### config.mk
export PLATFORM = sky130hd
export DESIGN_NAME = irq_ctrl8
export DESIGN_NICKNAME = d
export VERILOG_FILES = /design/src/rtl/irqc_pkg.sv /design/src/rtl/irqc_seq.sv /design/src/rtl/irqc_req.sv /design/src/rtl/irqc_prio.sv /design/src/rtl/irq_ctrl8.sv
export SDC_FILE = /design/constraint.sdc
export NUM_CORES = 1
export LEC_CHECK = 0
export ABC_AREA = 1
export BUFFER_PORTS_ARGS = -buffer_cell sky130_fd_sc_hd__buf_2
export CAP_MARGIN = 20
export CORE_UTILIZATION = 55
export DETAILED_ROUTE_END_ITERATION = 16
export PLACE_DENSITY_LB_ADDON = 0.1
export RECOVER_POWER = 25
export SYNTH_ARGS = -nofsm -noshare
export SYNTH_HDL_FRONTEND = slang
export SYNTH_SLANG_ARGS = --single-unit
### constraint.sdc
create_clock -name clk -period 3.9 [get_ports clk]
set_input_delay 0.195 -clock clk [delete_from_list [all_inputs] [get_ports clk]]
set_output_delay 0.195 -clock clk [all_outputs]
set_load 0.01 [all_outputs]
### src/rtl/irqc_pkg.sv
package irqc_pkg;
    localparam int LINES   = 8;
    localparam int IDX_W   = $clog2(LINES);
    localparam int DATA_W  = 8;
    localparam int BASE_W  = DATA_W - IDX_W;

    // start-word bit positions
    localparam int START_BIT  = 4;
    localparam int SINGLE_BIT = 1;
    localparam int MODE_BIT   = 0;
    // end-of-interrupt code in bits 7:3
    localparam logic [4:0] EOI_CODE = 5'b00100;

    typedef enum logic [2:0] {
        SEQ_IDLE,
        SEQ_BASE,
        SEQ_CASC,
        SEQ_MODE,
        SEQ_RUN
    } seq_state_e;

    typedef struct packed {
        logic             found;
        logic [IDX_W-1:0] idx;
    } pick_t;

    // lowest set bit wins
    function automatic pick_t lowest_set(input logic [LINES-1:0] v);
        pick_t p;
        p = '0;
        for (int i = LINES - 1; i >= 0; i--) begin
            if (v[i]) begin
                p.found = 1'b1;
                p.idx   = IDX_W'(i);
            end
        end
        return p;
    endfunction
endpackage

### src/rtl/irqc_seq.sv
module irqc_seq
    import irqc_pkg::*;
(
    input  logic              clk,
    input  logic              rst,
    input  logic              wr_en,
    input  logic              wr_addr,
    input  logic [DATA_W-1:0] wr_data,
    output logic              running,
    output logic              init_pulse,
    output logic              eoi_pulse,
    output logic [BASE_W-1:0] base,
    output logic [LINES-1:0]  mask
);
    seq_state_e state;
    logic       single_mode;
    logic       want_mode;
    logic       cmd_wr;
    logic       dat_wr;

    assign cmd_wr     = wr_en && !wr_addr;
    assign dat_wr     = wr_en && wr_addr;
    assign running    = (state == SEQ_RUN);
    assign init_pulse = cmd_wr && wr_data[START_BIT];
    assign eoi_pulse  = cmd_wr && running && (wr_data[DATA_W-1:IDX_W] == EOI_CODE);

    always_ff @(posedge clk) begin
        if (rst) begin
            state       <= SEQ_IDLE;
            single_mode <= 1'b0;
            want_mode   <= 1'b0;
            base        <= '0;
            mask        <= '0;
        end else if (init_pulse) begin
            state       <= SEQ_BASE;
            single_mode <= wr_data[SINGLE_BIT];
            want_mode   <= wr_data[MODE_BIT];
            mask        <= '0;
        end else if (dat_wr) begin
            unique case (state)
                SEQ_BASE: begin
                    base <= wr_data[DATA_W-1:IDX_W];
                    if (!single_mode)   state <= SEQ_CASC;
                    else if (want_mode) state <= SEQ_MODE;
                    else                state <= SEQ_RUN;
                end
                SEQ_CASC: state <= want_mode ? SEQ_MODE : SEQ_RUN;
                SEQ_MODE: state <= SEQ_RUN;
                SEQ_RUN:  mask  <= wr_data[LINES-1:0];
                default:  state <= state;
            endcase
        end
    end
endmodule

### src/rtl/irqc_req.sv
module irqc_req
    import irqc_pkg::*;
(
    input  logic             clk,
    input  logic             rst,
    input  logic [LINES-1:0] irq_in,
    input  logic             clear_all,
    input  logic             take,
    input  logic [IDX_W-1:0] take_idx,
    output logic [LINES-1:0] req
);
    logic [LINES-1:0] prev;
    logic [LINES-1:0] rise;
    logic [LINES-1:0] drop;

    assign rise = irq_in & ~prev;

    for (genvar g = 0; g < LINES; g++) begin : g_drop
        assign drop[g] = take && (take_idx == IDX_W'(g));
    end

    always_ff @(posedge clk) begin
        if (rst) begin
            prev <= '0;
            req  <= '0;
        end else begin
            prev <= irq_in;
            if (clear_all) req <= '0;
            else           req <= (req & ~drop) | rise;
        end
    end
endmodule

### src/rtl/irqc_prio.sv
module irqc_prio
    import irqc_pkg::*;
(
    input  logic [LINES-1:0] req,
    input  logic [LINES-1:0] mask,
    input  logic [LINES-1:0] isr,
    output logic             grant_ok,
    output logic [IDX_W-1:0] grant_idx,
    output logic [IDX_W-1:0] top_isr_idx,
    output logic             isr_any
);
    pick_t cand;
    pick_t busy;

    always_comb begin
        cand        = lowest_set(req & ~mask & ~isr);
        busy        = lowest_set(isr);
        grant_idx   = cand.idx;
        top_isr_idx = busy.idx;
        isr_any     = busy.found;
        grant_ok    = cand.found && (!busy.found || (cand.idx < busy.idx));
    end
endmodule

### src/rtl/irq_ctrl8.sv
module irq_ctrl8
    import irqc_pkg::*;
(
    input  logic              clk,
    input  logic              rst,
    input  logic              wr_en,
    input  logic              wr_addr,
    input  logic [DATA_W-1:0] wr_data,
    input  logic [LINES-1:0]  irq_in,
    input  logic              ack,
    output logic              int_out,
    output logic [DATA_W-1:0] vec_out
);
    logic              running;
    logic              init_pulse;
    logic              eoi_pulse;
    logic [BASE_W-1:0] base;
    logic [LINES-1:0]  mask;
    logic [LINES-1:0]  req;
    logic [LINES-1:0]  isr;
    logic [LINES-1:0]  isr_next;
    logic              grant_ok;
    logic [IDX_W-1:0]  grant_idx;
    logic [IDX_W-1:0]  top_isr_idx;
    logic              isr_any;
    logic              take;

    irqc_seq seq_i (
        .clk(clk), .rst(rst), .wr_en(wr_en), .wr_addr(wr_addr), .wr_data(wr_data),
        .running(running), .init_pulse(init_pulse), .eoi_pulse(eoi_pulse),
        .base(base), .mask(mask)
    );

    irqc_req req_i (
        .clk(clk), .rst(rst), .irq_in(irq_in), .clear_all(init_pulse),
        .take(take), .take_idx(grant_idx), .req(req)
    );

    irqc_prio prio_i (
        .req(req), .mask(mask), .isr(isr), .grant_ok(grant_ok),
        .grant_idx(grant_idx), .top_isr_idx(top_isr_idx), .isr_any(isr_any)
    );

    assign int_out = running && grant_ok;
    assign take    = ack && int_out;

    always_comb begin
        isr_next = isr;
        if (eoi_pulse && isr_any) isr_next[top_isr_idx] = 1'b0;
        if (take)                 isr_next[grant_idx]   = 1'b1;
    end

    always_ff @(posedge clk) begin
        if (rst) begin
            isr     <= '0;
            vec_out <= '0;
        end else begin
            isr <= init_pulse ? '0 : isr_next;
            if (take) vec_out <= {base, grant_idx};
        end
    end
endmodule

# Word-level counts from Yosys, hierarchy flattened

Cells that the tools add are included.

Muxes and demuxes: 27
Reductions and logical operators: 31
Bitwise gates (word level): 13
$lt $le $gt $ge: 5
Equal/unequal tests: 12

Operators with widths:

| operator             | count |
|---|---|
| $mux W4              | 16 |
| $and A8 B8 Y8        | 5 |
| $not A8 Y8           | 5 |
| $logic_and A1 B1 Y1  | 19 |
| $mux W8              | 2 |
| $or A8 B8 Y8         | 2 |
| $eq A3 B3 Y1 const B | 5 |
| $eq A3 B2 Y1 const B | 4 |
| $pmux W3 S3          | 1 |
| $lt A3 B4 Y1 const B | 2 |
| $demux W1 S3         | 2 |
| $eq A3 B1 Y1 const B | 2 |
| $ge A3 B1 Y1 const B | 2 |
| $mux W3              | 2 |
| $reduce_and A2 Y1    | 3 |
| $eq A5 B3 Y1 const B | 1 |
| $mux W1              | 4 |
| $reduce_bool A4 Y1   | 1 |
| $logic_not A3 Y1     | 1 |
| $lt A3 B3 Y1         | 1 |
| $reduce_and A3 Y1    | 1 |
| $reduce_bool A3 Y1   | 1 |
| $logic_not A1 Y1     | 2 |
| $reduce_bool A2 Y1   | 1 |
| 3 further kinds      | 3 |

Bits in registers: 50
Output and inout bits: 9
Logic and storage cells: 98

# Depth between registers and ports, before layout

Word-level depth: 20
Mapped depth: 17

# Cells and area by module

A second synthesis with hierarchy kept.

Cells, all modules: 340
Area total of the unflattened synthesis: 2,481.1 um2

Modules (own cells, without submodules):

| module    | seq. area each (um2) | area an instance (um2) | cells each | instances |
|---|---|---|---|---|
| irq_ctrl8 | 320.3                | 810.8                  | 100        | 1 |
| irqc_seq  | 360.3                | 739.5                  | 104        | 1 |
| irqc_req  | 320.3                | 628.1                  | 77         | 1 |
| irqc_prio | 0.0                  | 302.8                  | 59         | 1 |

# Worst setup path after synthesis

OpenSTA, ideal clock, no wires.

Path type: reg2reg
Start point: register isr[3]
End point: register vec_out[0]
Cell stages (with the launch flop): 12
Period minus slack after synthesis: 2,065 ps
Buffers on the path: 0
Setup time: 132 ps
Slack: 1,835 ps
Data required time: 3,768 ps
Arrival: 1,933 ps
Cell sequence: dfxtp_1 > nor4_1 > inv_1 > nor2_1 > inv_1 > ha_1 > a21oi_1 > nand2_4 > nand2_2 > nand3_2 > nand2_1 > a21oi_1

Cells in the longest elaborated chain, start to end: 11

Ends and longest elaborated chain:

| what                   | line            | RTL |
|---|---|---|
| start, declared        | irq_ctrl8.sv:20 | `logic [LINES-1:0] isr;` |
| start signal, assigned | irq_ctrl8.sv:58 | `isr <= init_pulse ? '0 : isr_next;` |
| $not A8 Y8             | irqc_prio.sv:16 | `cand = lowest_set(req & ~mask & ~isr);` |
| $and A8 B8 Y8          | irqc_prio.sv:16 |  |
| $mux W4 (4 in a row)   | irqc_pkg.sv:32  | `if (v[i]) begin` |
| $lt A3 B3 Y1           | irqc_prio.sv:21 | `grant_ok = cand.found && (!busy.found \|\| (cand.idx < busy.idx));` |
| $logic_or A1 B1 Y1     | irqc_prio.sv:21 |  |
| $logic_and A1 B1 Y1    | irqc_prio.sv:21 |  |
| $logic_and A1 B1 Y1    | irq_ctrl8.sv:44 | `assign int_out = running && grant_ok;` |
| $logic_and A1 B1 Y1    | irq_ctrl8.sv:45 | `assign take = ack && int_out;` |
| end signal, assigned   | irq_ctrl8.sv:59 | `if (take) vec_out <= {base, grant_idx};` |
| end, declared          | irq_ctrl8.sv:12 | `output logic [DATA_W-1:0] vec_out` |

Parallel ways exist; a longest one is shown, timed or not.
A chain may end at the register's enable or synchronous reset.

# Worst setup path after layout

Start point: register isr[5]
End point: output port int_out

Cells in the longest elaborated chain, start to end: 12

Ends and longest elaborated chain:

| what                 | line            | RTL |
|---|---|---|
| $not A8 Y8           | irqc_prio.sv:16 |  |
| $and A8 B8 Y8        | irqc_prio.sv:16 |  |
| $mux W4 (6 in a row) | irqc_pkg.sv:32  |  |
| via grant_idx[2]     | irq_ctrl8.sv:23 | `logic [IDX_W-1:0] grant_idx;` |
| $lt A3 B3 Y1         | irqc_prio.sv:21 |  |
| $logic_or A1 B1 Y1   | irqc_prio.sv:21 |  |
| $logic_and A1 B1 Y1  | irqc_prio.sv:21 |  |
| $logic_and A1 B1 Y1  | irq_ctrl8.sv:44 |  |
| end, declared        | irq_ctrl8.sv:11 | `output logic int_out,` |

The timed path passes the listed nets, and every way through them passes these cells.

==> reports/qor.yml <==
drt_iter0_markers: 177
dp_slack_ns: 1.53
max_freq_mhz: 382
fin_ws_ns: 1.28
final.min_clock_period_ns: 2.62
start_util_pct: 59.1
crit_type: "reg2out"
coreArea_mm2: 0.00380
drive_above_1_share_pct: 16.9
rsz0062_at_grt: "false"
syn_avg_cell_area_um2: 7.43
cap_violations: 0
portBuffers: 29
cellPowerDensity_mw_per_mm2: 396
totalWireLength_mm: 5.07
gr-usage-all-layers_pct: 26.4
combPwrFrac_pct: 11.8
path_max_fanout: 9
grt_pass1_vias: 1815
setup_viol: 0
switchingPower_uw: 242
fin_area_mm2: 0.00252
fin_crit_sh_pct: 67.2
clock_path_buffers: 2
io_pins: 30
seqPwrFrac_pct: 53.1
cts_hold_buf: 0
crit_buf_inv: 2
cp-end-kind: "output pin"
final_common_cell: "dfxtp_1"
clock_latency_ns: 0.30
fin_nets: 354
cts_setup_buffers: 0
crit_slowest_cell: "dfxtp_1"
dpl_cell_area_mm2: 0.00242
worstPathArrival_ns: 2.42
hold_viol: 0
crit_family: "compound AO/OA/AOI/OAI gates"
ys_warn_count: 0
grt_max_degree: 27
slew_viol_final: 0
numCtsBuffers: 5
relSlewSlack_pct: 40.2
ir_drop_uv: 278
clkTransAtPathRegs_ns: 0.08
synth_top_area_share_pct: 44.6
path_common_cell: "nand2_1"
place_inst: 372
grt_pass1_wl_mm: 8.56
area_delta_synth_final_pct: 12.4
fin_cells: 380
final_cell_mix: "dfxtp_1, nand2_1, nor2_1, a21oi_1, inv_1"
pwr-share-clk_pct: 35.1
grt-ovfl-total: 0
regArea_mm2: 0.00100
num_rows: 22
drt-pass1-iter-count: 4
cts_sinks: 50
required_ns: 3.70
avgRoutedWirePerCell_um: 13.3
htreeDepth: 2
drc: 0
p_leak_nw: 1.05
cts_root_buf: "clkbuf_8"
dieWidth_um: 65.9
dieHeight_um: 65.9
antenna_cells: 0
synth_area_leaders: "dfxtp_1, nand2_1, a21oi_1"
syn_area_mm2: 0.00224
ys_seq_area_share_pct: 44.6
synth_ff_type: "dfxtp_1"
worst_slew_pin_slew_ns: 0.895
start_kind: "flip-flop"
antenna_found_initial: 0
synth_largest_area_cell: "dfxtp_1"
synth_edf_count: 0
dieArea_mm2: 0.00434
cpPeakStageDelay_ns: 0.46
skew_ns: 0.00579
finalWeightedCongestion: 0.997
post_cts_resized: 0
synth_cells: 302
p_int_uw: 757
timing.setup.tns_ns: 0
status: "completed"
fillers: 367
syn_nets: 325
multiInputGateArea_mm2: 0.00108
hpwl_mm: 3.81
sw_frac_of_total_pct: 24.2
async_flop_share_pct: 0
crit_chain: "nor2_1 -> nand2_1 -> nand2_1 -> o21ai_1 -> inv_1 -> ha_1 -> a21oi_1 -> nand2_4 -> a21boi_4 -> buf_2"
cts_tree: "built"
hp-class: "in2reg"
num_vias: 2022
postRouteAntennaNets: 0
synth-seq-cells: 50
yosys.cell_types.count: 29
finalHoldWorstSlack_ns: 0.102
vias_per_cell: 5.32
[power groups by stage]
stage | combinational (mW) | sequential [mW] | clock (mW)
floorplan | 0.0877 | 0.541 | 0
global placement | 0.114 | 0.542 | 0
detailed placement | 0.116 | 0.542 | 0
CTS | 0.117 | 0.530 | 0.360
global route | 0.136 | 0.532 | 0.382
finish | 0.118 | 0.530 | 0.350
[worst register-to-register path, delay by kind of cell (launching register included)]
kind                       cells  cell delay, ns
DFF                            1            0.46
and+or+nand+nor                7            0.84
AOI/OAI and AO/OA              3            0.51
adders and majority gates      1            0.32
buffers and inverters          1            0.13
[kinds of logic (layout without fill, tap and decap cells)]
kind of cell,Yosys count,after routing,synth area share [%]
AO/OA/AOI/OAI,66,66,17.9
adder cells (fa/ha/maj),2,2,1.11
buffers and inverters,44,74,7.36
flip-flops,50,50,44.6
AND/OR/NAND/NOR,140,140,29.0
[Yosys cell counts (2+ instances only)]
cell type / instances
dfxtp_1: 50
nand2_1: 47
nor2_1: 43
a21oi_1: 34
inv_1: 33
nand3_1: 17
o21ai_0: 13
nand4_1: 9
or2_2: 8
clkbuf_1: 7
a211oi_1: 6
nand2_2: 5
inv_2: 3
nand3_2: 3
nor3_1: 3
o21ai_1: 3
o31ai_1: 3
a21boi_4: 2
ha_1: 2
nor4_1: 2
[routing by layer]
layer	part of all wire, %	track usage (%)	vias to the layer above	wire length, um
li1	-	-	1053	-
met1	48	35.9	895	2430
met2	43	40.4	64	2190
met3	6.9	5.00	10	349
met4	1.9	11.4	0	96
met5	0	0	-	0
[cell type report]
type	count	share of cell area [%]
multi-input cells	208	42.7
clock buffers	7	3.02
clock inverters	1	1.19
inverters	37	5.50
flip-flops and latches	50	39.7
repair buffers	29	5.50
well taps	48	2.38
[flip-flops by register name (all words and copies together) (netlist names)]
signal	flops
seq_i.base	5
seq_i.want_mode	1
seq_i.mask	8
req_i.req	8
seq_i.single_mode	1
vec_out	8
req_i.prev	8
isr	8
seq_i.state	3
[path summary, 6_finish.rpt]
path                                start                        to  slack, ns  depth (start not counted)
hold reg to reg   vec_out[4]$_SDFFE_PP0P_   vec_out[4]$_SDFFE_PP0P_       0.46                          2
hold / removal                  irq_in[2]  req_i.prev[2]$_SDFF_PP0_       0.10                          3
setup reg to reg        isr[5]$_SDFF_PP0_   req_i.req[4]$_SDFF_PP0_       1.49                         12
setup / recovery        isr[5]$_SDFF_PP0_                   int_out       1.28                         10
[stage by stage]
| step | utilization (%) | power, mW |
|---|---|---|
| 4_1_cts | 66.6 | 1.01 |
| 6_report | 66.4 | 0.999 |
| 2_1_floorplan | - | 0.628 |
| 3_5_place_dp | 63.8 | 0.658 |
| 5_1_grt | 66.4 | 1.05 |
| 3_3_place_gp | 63.8 | 0.656 |
(Power assumes the default switching activity.)
